File: src/rtl/gpio_mp_pkg.sv
// Package: shared widths, register offsets and the register-select type
// for the masked-write GPIO port.
// Assumes byte offsets and a 32-bit bus word.
package gpio_mp_pkg;

    localparam int BUS_W    = 32;
    localparam int MASK_LSB = 16;

    localparam int OFS_DIR  = 'h00;
    localparam int OFS_DOUT = 'h08;
    localparam int OFS_PIN  = 'h10;

    typedef enum logic [1:0] {
        SEL_NONE = 2'd0,
        SEL_DIR  = 2'd1,
        SEL_DOUT = 2'd2,
        SEL_PIN  = 2'd3
    } reg_sel_e;

endpackage

File: src/rtl/gpio_mp_sync.sv
// Module: gpio_mp_sync
// A chain of flops that brings asynchronous pin levels into the clock domain.
// Assumes STAGES >= 1. Every stage clears to 0 on reset.
module gpio_mp_sync #(
    parameter int W      = 16,
    parameter int STAGES = 2
) (
    input  logic         clk,
    input  logic         rst_n,
    input  logic [W-1:0] din,
    output logic [W-1:0] dout
);

    logic [W-1:0] chain [STAGES];

    for (genvar g = 0; g < STAGES; g++) begin : g_stage
        if (g == 0) begin : g_first
            // Capture the raw asynchronous input.
            always_ff @(posedge clk) begin
                if (!rst_n) chain[g] <= '0;
                else        chain[g] <= din;
            end
        end else begin : g_next
            // Pass the value on from the previous stage.
            always_ff @(posedge clk) begin
                if (!rst_n) chain[g] <= '0;
                else        chain[g] <= chain[g-1];
            end
        end
    end

    assign dout = chain[STAGES-1];

endmodule

File: src/rtl/gpio_mp_regs.sv
// Module: gpio_mp_regs
// Holds the direction register and the data register.
// The direction register is written as a whole word. Each data bit n is
// written only when its mask bit (wdata[16+n]) is set.
// Assumes PINS <= 16, so that the mask fits in the upper half of the word.
module gpio_mp_regs
    import gpio_mp_pkg::*;
#(
    parameter int              PINS      = 16,
    parameter logic [PINS-1:0] DIR_RESET = PINS'(1)
) (
    input  logic             clk,
    input  logic             rst_n,
    input  logic             dir_we,
    input  logic             dout_we,
    input  logic [BUS_W-1:0] wdata,
    output logic [PINS-1:0]  dir_q,
    output logic [PINS-1:0]  dout_q
);

    // Load the direction register on a write, and restore its default on reset.
    always_ff @(posedge clk) begin
        if (!rst_n)      dir_q <= DIR_RESET;
        else if (dir_we) dir_q <= wdata[PINS-1:0];
    end

    for (genvar n = 0; n < PINS; n++) begin : g_dbit
        logic bit_we;
        assign bit_we = dout_we & wdata[MASK_LSB + n];

        // Update one data bit, and only when its mask bit is set.
        always_ff @(posedge clk) begin
            if (!rst_n)      dout_q[n] <= 1'b0;
            else if (bit_we) dout_q[n] <= wdata[n];
        end
    end

endmodule

File: src/rtl/gpio_mp_rdmux.sv
// Module: gpio_mp_rdmux
// Selects the register to read, widens it to the bus word with zeros above,
// and registers it. The result is held until the next read.
// Unmapped offsets read as 0.
module gpio_mp_rdmux
    import gpio_mp_pkg::*;
#(
    parameter int PINS = 16
) (
    input  logic             clk,
    input  logic             rst_n,
    input  logic             rd_en,
    input  reg_sel_e         sel,
    input  logic [PINS-1:0]  dir_q,
    input  logic [PINS-1:0]  dout_q,
    input  logic [PINS-1:0]  pin_q,
    output logic [BUS_W-1:0] rdata
);

    logic [BUS_W-1:0] rd_next;

    // Choose the source for the read and zero-extend it.
    always_comb begin
        unique case (sel)
            SEL_DIR:  rd_next = BUS_W'(dir_q);
            SEL_DOUT: rd_next = BUS_W'(dout_q);
            SEL_PIN:  rd_next = BUS_W'(pin_q);
            default:  rd_next = '0;
        endcase
    end

    // Load the read data only on a read edge.
    always_ff @(posedge clk) begin
        if (!rst_n)     rdata <= '0;
        else if (rd_en) rdata <= rd_next;
    end

endmodule

File: src/rtl/gpio_mask_port.sv
// Module: gpio_mask_port (top)
// Sixteen-pin GPIO controller with a single-cycle register bus.
// Register offsets: 0x00 direction, 0x08 masked data output, 0x10 synchronised
// pin input (read-only). The full address is decoded.
// Assumes a synchronous active-low reset, and PINS <= 16.
module gpio_mask_port
    import gpio_mp_pkg::*;
#(
    parameter int              PINS        = 16,
    parameter int              ADDR_W      = 8,
    parameter int              SYNC_STAGES = 2,
    parameter logic [PINS-1:0] DIR_RESET   = PINS'(1)
) (
    input  logic              clk,
    input  logic              rst_n,
    input  logic              bus_valid,
    input  logic              bus_write,
    input  logic [ADDR_W-1:0] bus_addr,
    input  logic [BUS_W-1:0]  bus_wdata,
    output logic [BUS_W-1:0]  bus_rdata,
    input  logic [PINS-1:0]   pin_in,
    output logic [PINS-1:0]   pin_out,
    output logic [PINS-1:0]   pin_oe
);

    reg_sel_e        sel;
    logic            dir_we;
    logic            dout_we;
    logic            rd_en;
    logic [PINS-1:0] dir_q;
    logic [PINS-1:0] dout_q;
    logic [PINS-1:0] pin_q;

    // Decode the full address into a register select.
    always_comb begin
        if      (bus_addr == ADDR_W'(OFS_DIR))  sel = SEL_DIR;
        else if (bus_addr == ADDR_W'(OFS_DOUT)) sel = SEL_DOUT;
        else if (bus_addr == ADDR_W'(OFS_PIN))  sel = SEL_PIN;
        else                                    sel = SEL_NONE;
    end

    // Form the per-register write strobes and the read strobe.
    always_comb begin
        dir_we  = bus_valid &  bus_write & (sel == SEL_DIR);
        dout_we = bus_valid &  bus_write & (sel == SEL_DOUT);
        rd_en   = bus_valid & ~bus_write;
    end

    gpio_mp_regs #(
        .PINS      (PINS),
        .DIR_RESET (DIR_RESET)
    ) u_regs (
        .clk     (clk),
        .rst_n   (rst_n),
        .dir_we  (dir_we),
        .dout_we (dout_we),
        .wdata   (bus_wdata),
        .dir_q   (dir_q),
        .dout_q  (dout_q)
    );

    gpio_mp_sync #(
        .W      (PINS),
        .STAGES (SYNC_STAGES)
    ) u_sync (
        .clk   (clk),
        .rst_n (rst_n),
        .din   (pin_in),
        .dout  (pin_q)
    );

    gpio_mp_rdmux #(
        .PINS (PINS)
    ) u_rdmux (
        .clk    (clk),
        .rst_n  (rst_n),
        .rd_en  (rd_en),
        .sel    (sel),
        .dir_q  (dir_q),
        .dout_q (dout_q),
        .pin_q  (pin_q),
        .rdata  (bus_rdata)
    );

    assign pin_out = dout_q;
    assign pin_oe  = dir_q;

endmodule

File: config.mk
export PLATFORM = sky130hd
export DESIGN_NAME = gpio_mask_port
export DESIGN_NICKNAME = d
export VERILOG_FILES = /design/src/rtl/gpio_mp_pkg.sv /design/src/rtl/gpio_mp_sync.sv /design/src/rtl/gpio_mp_regs.sv /design/src/rtl/gpio_mp_rdmux.sv /design/src/rtl/gpio_mask_port.sv
export SDC_FILE = /design/constraint.sdc
export NUM_CORES = 1
export LEC_CHECK = 0
export BUFFER_PORTS_ARGS = -buffer_cell sky130_fd_sc_hd__buf_2
export CAP_MARGIN = 20
export CORE_MARGIN = 4
export CORE_UTILIZATION = 44
export CTS_CLUSTER_DIAMETER = 150
export DETAILED_ROUTE_END_ITERATION = 16
export PLACE_DENSITY_LB_ADDON = 0.05
export SLEW_MARGIN = 10
export SYNTH_ARGS = -nofsm -noshare
export SYNTH_HDL_FRONTEND = slang
export SYNTH_SLANG_ARGS = --single-unit
File: constraint.sdc
create_clock -name clk -period 1.1 [get_ports clk]
set_input_delay 0 -clock clk [delete_from_list [all_inputs] [get_ports clk]]
set_output_delay 0 -clock clk [all_outputs]
set_load 0.1 [all_outputs]
==> run metrics <==
CTS sink cnt=80; CP Class=register to primary output; Final Slew Violations=0; post-synthesis mux area share=10.04%; Post-Layout Cell Count=602; outcome=finished, final reports clean; first-pass GRT wire length=13160 um; max_cap viols=0; cells after synthesis=345; sequential element share of the synthesized area=48.67%; LEAKAGE=2.167 nW; CP endpoint=pin_out[4]; IO Pins=124; P&R area growth vs syn=46.58%; CP Depth=1; final core occ=66.50%; Fin. Hold Viols=0; worst ir drop on vdd=625.2 uV; number of global-route vias before repair=2584; ANT cells=0; YS warnings=0; Worst setup startpoint=u_regs.dout_q[4]$_SDFFE_PN0P_; min-delay worst type=input port to register; total gr overflow=0; top cell type's share of synthesized area=48.67%; syn avg cell area=9.538 um2; IO buf count=107; share of post-route cells with drive strength above 1=38.37%; WL final=8381 um; Synth Register Bits=80; Slew @ Worst Pin=0.5213 ns; Tmin final=0.9975 ns; drt via density=4.636; crit-path max FO=3; setup slack, reg-to-reg=0.13 ns; fill count=597; Detail Route Antenna Nets=0; Pre-Repair DR Iteration Count=4; Buf/Inv on CP=1; critical-path cell list=buf_4; initial core utilization=45.37%; post-place setup slack=-0.1621 ns; Adder-Cell Fraction of Synth Area=0%; Die Span Y=94.48 um; htree depth=3; post-synthesis simple-gate area fraction=21.79%; Final Skew=0.007709 ns; drt wl/cell=13.92 um; Detailed Place HPWL=5884 um; fin area=0.004823 mm2; Reg clk slew, reported paths=0.08 ns; CP Launch Type=register; FF-to-FF End=u_rdmux.rdata[9]$_SDFFE_PN0P_; top post-synthesis cells by area=dfxtp_1 49%, mux2i_1 10%, nand2_1 7.3%, and2_1 6.7%, buf_4 4.8%; CP delay by family, top=flip-flops; leading area contributor after synthesis=dfxtp_1; maximum achievable frequency=1003 MHz; headroom to the max-slew limit=65.25%; Net count, final=558; TritonCTS clock tree=built; initial antenna violation count=0; clk buf depth=2; via count=2791; arrival time worst endpoint=1.00 ns; GP Congestion=0.8325; mapped cell area=0.003291 mm2; Core Area=0.007253 mm2; Crit path largest cell delay=0.36 ns; Final WS setup=0.1025 ns; Total Routing Usage GR=19.12%; RR Startpoint=u_regs.dir_q[9]$_SDFFE_PN0P_; Crit. End Element=primary output; clock root buffer=clkbuf_8; clock latency on the worst-skew pair=0.34 ns; Crit path required time=1.10 ns; dpl cells=538; Post-Synth XOR/XNOR Area=0%; largest family of logic cells by synthesized area=simple AND/OR/NAND/NOR gates; row count=31; DRC=0; hold_ws=0.03449 ns; final setup vio count=0; die footprint=0.008926 mm2; Synth Area in Compound Gates=9.125%; largest net degree at the start of global routing=41; dpl cell area=0.004021 mm2; slowest cell on the critical path=dfxtp_2; Cell variety after synth=26; Power Dens Cells=1223 mW/mm2; Die W=94.48 um; period utilisation layout=90.68%; CTS Buf Count=9; RSZ-0062 raised after global routing=false; reg2reg path depth=3; DR iter-0 viols=123
## worst min-delay path by stage
stage               slack, ns   startpoint                              to  depth (start not counted)
finish                   0.03  bus_addr[3]   u_regs.dout_q[1]$_SDFFE_PN0P_                          3
global route             0.04  bus_addr[3]   u_regs.dout_q[2]$_SDFFE_PN0P_                          3
global placement         0.20   pin_in[14]  u_sync.chain[0][14]$_SDFF_PN0_                          2
CTS                      0.01  bus_addr[3]   u_regs.dout_q[4]$_SDFFE_PN0P_                          3
floorplan                0.12   pin_in[14]  u_sync.chain[0][14]$_SDFF_PN0_                          1
detailed placement       0.20   pin_in[14]  u_sync.chain[0][14]$_SDFF_PN0_                          2
## logic make-up after synthesis
group | count (synthesis)
DFF | 80
and+or+nand+nor | 138
muxes | 33
buffers and inverters | 45
AOI/OAI and AO/OA | 48
other | 1
## metrics by stage
stage / power (mW) / setup TNS, ns
2_1_floorplan: 3.469 / 0
3_3_place_gp: 3.578 / -4.833
3_5_place_dp: 3.578 / -5.258
4_1_cts: 5.942 / 0
5_1_grt: 6.116 / 0
6_report: 5.898 / 0
## power by group
| group | leakage, nW | total, mW | internal, mW | switching [mW] |
|---|---|---|---|---|
| Clock | 0.113 | 2.25 | 1.19 | 1.05 |
| Sequential | 0.680 | 2.92 | 2.91 | 0.0134 |
| Combinational | 1.37 | 0.729 | 0.276 | 0.454 |
## cell usage after synthesis, drive strengths merged
library cell	n
a21oi	1
a2bb2oi	16
and2	35
and3	1
and4b	1
buf	32
clkbuf	12
conb	1
dfxtp	80
dlygate4sd1	1
mux2i	33
nand2	64
nand2b	1
nand3	15
nand3b	1
nand4	17
nor2	1
nor3	1
nor4	1
o21ai	31
## cells in the final DEF, fill, tap and decap left out, types with 3 or more instances in the layout
master         count
o21ai_1            7
clkbuf_4           5
dfxtp_1           32
clkbuf_8           9
nand4_1           16
o21ai_0           24
buf_12             9
dfxtp_4           16
clkinv_2           3
dfxtp_2           32
buf_2             59
a2bb2oi_1         16
mux2i_1           33
nand2_1           64
and2_1            35
nand3_1           15
buf_4             51
dlygate4sd3_1     48
conb_1            16
## area by class of cell
type / count / area, um2 / area share [%]
Clock buffer: 10 / 148.9 / 3.087
Clock inverter: 6 / 65.06 / 1.349
Multi-Input combinational cell: 235 / 1408 / 29.18
Sequential cell: 80 / 1702 / 35.28
Tap cell: 99 / 123.9 / 2.568
Timing Repair Buffer: 172 / 1376 / 28.53
## registers in the layout, indices dropped and copies added, names as in the netlist
| name | count |
|---|---|
| u_rdmux.rdata | 16 |
| u_sync.chain | 32 |
| u_regs.dir_q | 16 |
| u_regs.dout_q | 16 |
## metal layers
layer	vias to the layer above	GRT usage, %	wire length [um]	part of all wire, %
met3	15	3.586	549	6.6
li1	1449	-	-	-
met2	109	27.13	3617	43
met4	0	8.654	161	1.9
met1	1218	27.94	4052	48
met5	-	0	0	0
## timing repair
item,CTS,global route
setup buffers,0,0
hold buffers,48,0
endpoints found under the hold margin,48,0
resized for setup,38,5
endpoints found under the setup margin,38,5
Power figures use the tool's default switching activity.
